`src/rtl/tmr_pkg.sv`:
```
package tmr_pkg;

  typedef enum logic [1:0] {
    TM_13B   = 2'b00,
    TM_16B   = 2'b01,
    TM_8RL   = 2'b10,
    TM_SPLIT = 2'b11
  } tmr_mode_e;

  typedef struct packed {
    logic      gate;
    logic      src_pin;
    tmr_mode_e mode;
  } tmr_cfg_t;

  localparam logic [2:0] A_CTRL = 3'd0;
  localparam logic [2:0] A_MODE = 3'd1;
  localparam logic [2:0] A_LO0  = 3'd2;
  localparam logic [2:0] A_HI0  = 3'd3;
  localparam logic [2:0] A_LO1  = 3'd4;
  localparam logic [2:0] A_HI1  = 3'd5;

  localparam int CB_FLAG1 = 7;
  localparam int CB_RUN1  = 6;
  localparam int CB_FLAG0 = 5;
  localparam int CB_RUN0  = 4;

endpackage

```
`src/rtl/tmr_tick.sv`:
```
module tmr_tick #(
  parameter int PRESCALE = 12
) (
  input  logic clk,
  input  logic rst_n,
  output logic tick
);
  localparam int CW = (PRESCALE > 1) ? $clog2(PRESCALE) : 1;
  localparam logic [CW-1:0] LAST = CW'(PRESCALE - 1);

  logic [CW-1:0] cnt_q, cnt_n;

  always_comb begin
    tick  = (cnt_q == LAST);
    cnt_n = tick ? '0 : cnt_q + CW'(1);
  end

  always_ff @(posedge clk or negedge rst_n) begin
    if (!rst_n) cnt_q <= '0;
    else        cnt_q <= cnt_n;
  end

  generate
    if (PRESCALE > 1) begin : g_gap_chk
      AST_TICK_GAP: assert property (@(posedge clk) disable iff (!rst_n)
        tick |=> !tick);
    end
  endgenerate

endmodule

```
`src/rtl/tmr_chan.sv`:
```
module tmr_chan
  import tmr_pkg::*;
#(
  parameter int BW     = 8,
  parameter int M0_LOW = 5,
  parameter bit SPLIT  = 1'b0
) (
  input  logic          clk,
  input  logic          rst_n,
  input  logic          tick,
  input  logic          cnt_pin,
  input  logic          gate_pin,
  input  logic          run,
  input  logic          hi_run,
  input  tmr_cfg_t      cfg,
  input  logic          wr_lo,
  input  logic          wr_hi,
  input  logic [BW-1:0] wdata,
  output logic [BW-1:0] lo,
  output logic [BW-1:0] hi,
  output logic          ovf,
  output logic          hi_ovf
);
  logic [BW-1:0] lo_n, hi_n;
  logic          pin_q;
  logic          pin_fall, en, evt, split;

  always_comb begin
    pin_fall = tick & pin_q & ~cnt_pin;
    en       = run & (~cfg.gate | gate_pin);
    evt      = en & (cfg.src_pin ? pin_fall : tick);
    split    = SPLIT && (cfg.mode == TM_SPLIT);
    lo_n     = lo;
    hi_n     = hi;
    ovf      = 1'b0;
    hi_ovf   = 1'b0;
    unique case (cfg.mode)
      TM_13B: if (evt) begin
        if (&lo[M0_LOW-1:0]) begin
          lo_n = {lo[BW-1:M0_LOW], {M0_LOW{1'b0}}};
          hi_n = hi + BW'(1);
          ovf  = &hi;
        end else begin
          lo_n = lo + BW'(1);
        end
      end
      TM_16B: if (evt) begin
        {hi_n, lo_n} = {hi, lo} + (2*BW)'(1);
        ovf          = &{hi, lo};
      end
      TM_8RL: if (evt) begin
        if (&lo) begin
          lo_n = hi;
          ovf  = 1'b1;
        end else begin
          lo_n = lo + BW'(1);
        end
      end
      default: if (split) begin
        if (evt) begin
          lo_n = lo + BW'(1);
          ovf  = &lo;
        end
        if (tick && hi_run) begin
          hi_n   = hi + BW'(1);
          hi_ovf = &hi;
        end
      end
    endcase
    if (wr_lo) lo_n = wdata;
    if (wr_hi) hi_n = wdata;
  end

  always_ff @(posedge clk or negedge rst_n) begin
    if (!rst_n)    pin_q <= 1'b0;
    else if (tick) pin_q <= cnt_pin;
  end

  always_ff @(posedge clk or negedge rst_n) begin
    if (!rst_n) begin
      lo <= '0;
      hi <= '0;
    end else begin
      lo <= lo_n;
      hi <= hi_n;
    end
  end

  AST_HOLD_OFF: assert property (@(posedge clk) disable iff (!rst_n)
    (!en && !wr_lo && !wr_hi && cfg.mode != TM_SPLIT) |=> ($stable(lo) && $stable(hi)));
  AST_M0_UPPER: assert property (@(posedge clk) disable iff (!rst_n)
    (cfg.mode == TM_13B && !wr_lo) |=> (lo[BW-1:M0_LOW] == $past(lo[BW-1:M0_LOW])));
  AST_M2_RELOAD: assert property (@(posedge clk) disable iff (!rst_n)
    (cfg.mode == TM_8RL && ovf && !wr_lo) |=> (lo == $past(hi)));

endmodule

```
`src/rtl/tmr_pair.sv`:
```
module tmr_pair
  import tmr_pkg::*;
#(
  parameter int PRESCALE = 12,
  parameter int NCH      = 2,
  parameter int BW       = 8,
  parameter int M0_LOW   = 5
) (
  input  logic          clk,
  input  logic          rst_n,
  input  logic          reg_wr,
  input  logic [2:0]    reg_addr,
  input  logic [7:0]    reg_wdata,
  output logic [7:0]    reg_rdata,
  input  logic [1:0]    cnt_in,
  input  logic [1:0]    gate_in,
  output logic [1:0]    ovf_irq
);
  localparam int CFGW = $bits(tmr_cfg_t);

  logic [1:0] rst_sync_q;
  logic       rst_ok;
  logic       tick;
  logic [7:0] ctrl_q, ctrl_n, mode_q, mode_n;
  logic       wr_ctrl, wr_mode, set0, set1;

  logic [BW-1:0] lo_v [NCH];
  logic [BW-1:0] hi_v [NCH];
  logic [NCH-1:0] ovf_v, hiovf_v;

  always_ff @(posedge clk or negedge rst_n) begin
    if (!rst_n) rst_sync_q <= 2'b00;
    else        rst_sync_q <= {rst_sync_q[0], 1'b1};
  end
  assign rst_ok = rst_sync_q[1];

  tmr_tick #(.PRESCALE(PRESCALE)) u_tick (
    .clk  (clk),
    .rst_n(rst_ok),
    .tick (tick)
  );

  generate
    for (genvar i = 0; i < NCH; i++) begin : g_ch
      localparam logic [2:0] ALO = 3'(2 + 2*i);
      localparam logic [2:0] AHI = 3'(3 + 2*i);
      tmr_chan #(.BW(BW), .M0_LOW(M0_LOW), .SPLIT(i == 0)) u_chan (
        .clk     (clk),
        .rst_n   (rst_ok),
        .tick    (tick),
        .cnt_pin (cnt_in[i]),
        .gate_pin(gate_in[i]),
        .run     (ctrl_q[CB_RUN0 + 2*i]),
        .hi_run  ((i == 0) ? ctrl_q[CB_RUN1] : 1'b0),
        .cfg     (tmr_cfg_t'(mode_q[CFGW*i +: CFGW])),
        .wr_lo   (reg_wr && reg_addr == ALO),
        .wr_hi   (reg_wr && reg_addr == AHI),
        .wdata   (reg_wdata),
        .lo      (lo_v[i]),
        .hi      (hi_v[i]),
        .ovf     (ovf_v[i]),
        .hi_ovf  (hiovf_v[i])
      );
    end
  endgenerate

  always_comb begin
    wr_ctrl = reg_wr && reg_addr == A_CTRL;
    wr_mode = reg_wr && reg_addr == A_MODE;
    set0    = ovf_v[0];
    set1    = ovf_v[1] | (|hiovf_v);
    ctrl_n  = wr_ctrl ? reg_wdata : ctrl_q;
    if (set0) ctrl_n[CB_FLAG0] = 1'b1;
    if (set1) ctrl_n[CB_FLAG1] = 1'b1;
    mode_n  = wr_mode ? reg_wdata : mode_q;
  end

  always_ff @(posedge clk or negedge rst_ok) begin
    if (!rst_ok) begin
      ctrl_q <= '0;
      mode_q <= '0;
    end else begin
      ctrl_q <= ctrl_n;
      mode_q <= mode_n;
    end
  end

  always_comb begin
    unique case (reg_addr)
      A_CTRL:  reg_rdata = ctrl_q;
      A_MODE:  reg_rdata = mode_q;
      A_LO0:   reg_rdata = lo_v[0];
      A_HI0:   reg_rdata = hi_v[0];
      A_LO1:   reg_rdata = lo_v[1];
      A_HI1:   reg_rdata = hi_v[1];
      default: reg_rdata = 8'h00;
    endcase
  end

  assign ovf_irq = {ctrl_q[CB_FLAG1], ctrl_q[CB_FLAG0]};

  AST_MODE_HOLD: assert property (@(posedge clk) disable iff (!rst_ok)
    !wr_mode |=> $stable(mode_q));
  AST_FLAG0_SET: assert property (@(posedge clk) disable iff (!rst_ok)
    ovf_v[0] |=> ovf_irq[0]);
  AST_FLAG1_SET: assert property (@(posedge clk) disable iff (!rst_ok)
    (ovf_v[1] || hiovf_v[0]) |=> ovf_irq[1]);
  AST_FLAG_KEEP: assert property (@(posedge clk) disable iff (!rst_ok)
    (ovf_irq[0] && !wr_ctrl) |=> ovf_irq[0]);

endmodule

```
`config.mk`:
```
export PLATFORM = sky130hd
export DESIGN_NAME = tmr_pair
export DESIGN_NICKNAME = d
export VERILOG_FILES = /design/src/rtl/tmr_pkg.sv /design/src/rtl/tmr_tick.sv /design/src/rtl/tmr_chan.sv /design/src/rtl/tmr_pair.sv
export SDC_FILE = /design/constraint.sdc
export NUM_CORES = 1
export LEC_CHECK = 0
export BUFFER_PORTS_ARGS = -buffer_cell sky130_fd_sc_hd__clkbuf_2
export CORE_MARGIN = 8
export CORE_UTILIZATION = 30
export CTS_BUF_LIST = sky130_fd_sc_hd__clkbuf_4 sky130_fd_sc_hd__clkbuf_8 sky130_fd_sc_hd__clkbuf_16
export DETAILED_ROUTE_END_ITERATION = 6
export HOLD_SLACK_MARGIN = 0.03
export SYNTH_ARGS = -nofsm -noshare
export SYNTH_HDL_FRONTEND = slang
export SYNTH_SLANG_ARGS = --single-unit
export TNS_END_PERCENT = 1
```
`constraint.sdc`:
```
create_clock -name clk -period 2.3 [get_ports clk]
set_clock_uncertainty 0.1 [all_clocks]
set_input_delay 0.345 -clock clk [delete_from_list [all_inputs] [get_ports clk]]
set_output_delay 0.345 -clock clk [all_outputs]
set_load 0.02 [all_outputs]
```
==> metrics.md <==
| Metric | Value |
|---|---|
| Run status | `complete, no violations` |
| Least-Margin Pin Slew | `0.7248 ns` |
| Detailed Route WL | `13.12 mm` |
| Routability cong. | `0.9251` |
| Yosys reg bits | `56` |
| Crit-path max FO | `7` |
| CP Class | `flop to primary output` |
| Die width | `131.9 um` |
| H-tree levels | `2` |
| PortBufs | `27` |
| Top_reg_cell synth | `dfrtp_1` |
| Seq/Total Area, Yosys | `34.80%` |
| Worst path required time | `1.86 ns` |
| Mean Syn Cell Area | `8.849 sq um` |
| Nature of the critical path endpoint | `primary output` |
| Initial antenna violation count | `0` |
| Hold Crit Depth | `3` |
| Post-route ant nets | `0` |
| Worst hold margin | `0.1430 ns` |
| Clock network power share | `21.1%` |
| HP Class | `input pin to flop` |
| Synth top area share | `34.80%` |
| R2R Setup Slk | `0.12 ns` |
| Area of the die | `17380 sq um` |
| Pwr per Cell Area | `837.7 nW/um^2` |
| Clock transition at the registers of the reported paths | `0.08 ns` |
| GR Overflow Total | `0` |
| Vias/cell | `5.629` |
| Rel. slew slack | `51.68%` |
| Pleak | `1.883 nW` |
| Yosys cell types | `69` |
| DR DRC count | `0` |
| # nets final | `526` |
| Final core utilization | `35.73%` |
| Worst R2R Path Depth | `8` |
| Min-delay src | `cnt_in[0]` |
| Detailed Routing Iterations Pass 1 | `5` |
| Final setup margin | `0.1097 ns` |
| Area of the core | `13190 sq um` |
| Area grow syn2layout | `17.06%` |
| Worst-path cell chain | `mux2_2, a22oi_1, o221ai_1, clkbuf_2` |
| Max IR drop VDD | `0.3872 mV` |
| Mapped cell area | `4026 sq um` |
| Vias in the first global route | `3738` |
| Post-synth top cells | `dfrtp_1, nand2_1, nor2_1` |
| Synth top area cells | `dfrtp_1, mux2i_1, nand2_1` |
| Yosys warns | `0` |
| Setup crit start kind | `flop` |
| Die Height | `131.9 um` |
| Clock tree buffer depth | `2` |
| Post-place setup slack | `0.03052 ns` |
| Clk root buf | `clkbuf_16` |
| Number of synthesized flops with an enable pin | `0` |
| Fmax | `456.6 MHz` |
| Final critical-path required period | `2.190 ns` |
| P_int | `2.314 mW` |
| Net Sw Power | `1.634 mW` |
| Final period util | `95.23%` |
| Comb power frac | `38.0%` |
| Clock latency at the later pin of the worst-skew pair | `0.30 ns` |
| Worst reg2reg path startpoint | `g_ch[1].u_chan.lo[1]` |
| WHS Endpoint | `g_ch[0].u_chan.pin_q` |
| Crit path arrival time | `1.75 ns` |
| Most instantiated library cell after synthesis | `dfrtp_1` |
| TritonCTS Buffers | `5` |
| Starting Density | `30.53%` |
| Placed cells | `664` |
| RR Endpoint | `g_ch[1].u_chan.lo[6]` |
| FP Rows | `42` |
| Slowest CP cell | `dfrtp_1` |
| First DRT Iteration DRCs | `267` |
| Hold Fails Final Rpt | `0` |
| Routed length per instance | `19.46 um` |
| Fin. max-slew vios | `0` |
| Cells after synthesis | `455` |
| Max incr delay on CP | `0.49 ns` |
| Dpl hpwl | `9.686 mm` |
| MaxCap Viol Count | `0` |
| Post-route insts no fill | `674` |
| Clk sinks | `56` |
| Dominant cell type by area after synthesis | `dfrtp_1` |
| First-pass GRT wire length | `20.84 mm` |
| Syn Nets | `484` |
| Fill cells | `1349` |
| TritonCTS clock tree | `yes` |
| Unrepaired setup endpoints after global routing | `true` |
| Fraction of registers with async set/reset | `100.0%` |
| Sw Ratio | `41.39%` |
| Endpoints failing setup | `0` |
| Diodes inserted | `0` |
| Share of post-route cells with drive strength above 1 | `22.49%` |
| Gr usage total | `14.92%` |
| Top Ports | `28` |
| Via count | `3794` |
| Largest net degree at the start of global routing | `55` |
| Power share of the sequential group | `40.9%` |
==> registers in the layout, summed over array words and instances (netlist names) <==
signal	flops
mode_q	8
rst_sync_q	2
g_ch.u_chan.hi	16
ctrl_q	8
u_tick.cnt_q	4
g_ch.u_chan.pin_q	2
g_ch.u_chan.lo	16
==> kinds of logic (layout without fill, tap and decap cells) <==
group	count (synthesis)	in the layout	synth area share [%]
AND/OR/NAND/NOR	188	188	26.20
AO/OA/AOI/OAI	118	118	20.17
flip-flops	56	56	34.80
buffers and inverters	39	82	4.444
multiplexers	32	32	8.701
adder cells (fa/ha/maj)	11	11	3.418
XOR/XNOR	10	10	2.175
other	1	1	0.09314
==> layout by cell type, fill, tap and decap left out, drive strengths merged, types with 9 or more instances in the layout <==
master | synthesis | final
a21oi | 20 | 20
a31oi | 13 | 13
buf | 21 | 35
clkbuf | 7 | 32
dfrtp | 56 | 56
ha | 11 | 11
inv | 11 | 14
mux2 | 14 | 14
mux2i | 17 | 17
nand2 | 46 | 46
nand2b | 12 | 12
nand3 | 16 | 16
nand4 | 14 | 14
nor2 | 35 | 35
nor2b | 11 | 11
nor3 | 10 | 10
o21ai | 30 | 30
xnor2 | 9 | 9
==> per-layer routing <==
metal  global-route usage [%]  vias to the layer above  share of wire (%)
met3                    2.591                       31                5.6
met4                    5.935                        0                3.3
met1                    19.32                     1837                 44
met2                    24.14                      145                 47
li1                         -                     1781                  -
met5                        0                        -                  0
==> timing repair <==
| action | in CTS | in global routing |
|---|---|---|
| gates resized for setup | 0 | 11 |
| hold endpoints to repair | 2 | 0 |
| endpoints found under the setup margin | 0 | 14 |
| setup buffers | 0 | 1 |
| hold buffers | 1 | 0 |
==> final cells by class <==
type	count	area (sq um)	area share, %
timing repair buffer	63	407.9	8.654
inverter	11	41.29	0.8760
sequential	56	1403	29.76
tap	176	220.2	4.672
clock buffer	5	125.1	2.655
multi-input combinational	360	2487	52.77
clock inverter	3	28.78	0.6106
==> worst max path at each step <==
| stage | start | to | slack [ns] | cells past startpoint |
|---|---|---|---|---|
| final | g_ch[1].u_chan.hi[2] | reg_rdata[2] | 0.11 | 4 |
| after global routing | mode_q[4] | g_ch[1].u_chan.lo[3] | -0.01 | 6 |
| after CTS | g_ch[1].u_chan.lo[1] | g_ch[1].u_chan.lo[6] | 0.02 | 8 |
| after detailed placement | g_ch[1].u_chan.lo[1] | g_ch[1].u_chan.lo[6] | 0.03 | 8 |
| after global placement | g_ch[1].u_chan.lo[1] | g_ch[1].u_chan.lo[6] | 0.09 | 8 |
| after floorplan | g_ch[1].u_chan.lo[0] | g_ch[1].u_chan.hi[1] | 0.05 | 9 |
==> metrics by stage <==
| stage | area (sq um) | TNS [ns] | power, mW |
|---|---|---|---|
| final | 4713 | 0 | 3.948 |
| after global routing | 4713 | -0.01034 | 4.184 |
| after CTS | 4664 | 0 | 3.891 |
| after detailed placement | 4501 | 0 | 3.041 |
| after global placement | 4501 | 0 | 3.036 |
| after floorplan | 4026 | 0 | 2.491 |
==> power by group through the flow <==
stage               combinational, mW  sequential, mW  clock, mW
floorplan                        1.02            1.47          0
global placement                 1.42            1.61          0
CTS                              1.43            1.60      0.858
finish                           1.50            1.62      0.833
detailed placement               1.42            1.62          0
global route                     1.63            1.66      0.897
==> critical path, delay by kind of cell (launching register included) <==
kind            cells  cell delay, ns
flops               1            0.49
buf+inv             1            0.21
mux                 1            0.30
compound gates      2            0.44
(Power assumes the default switching activity.)
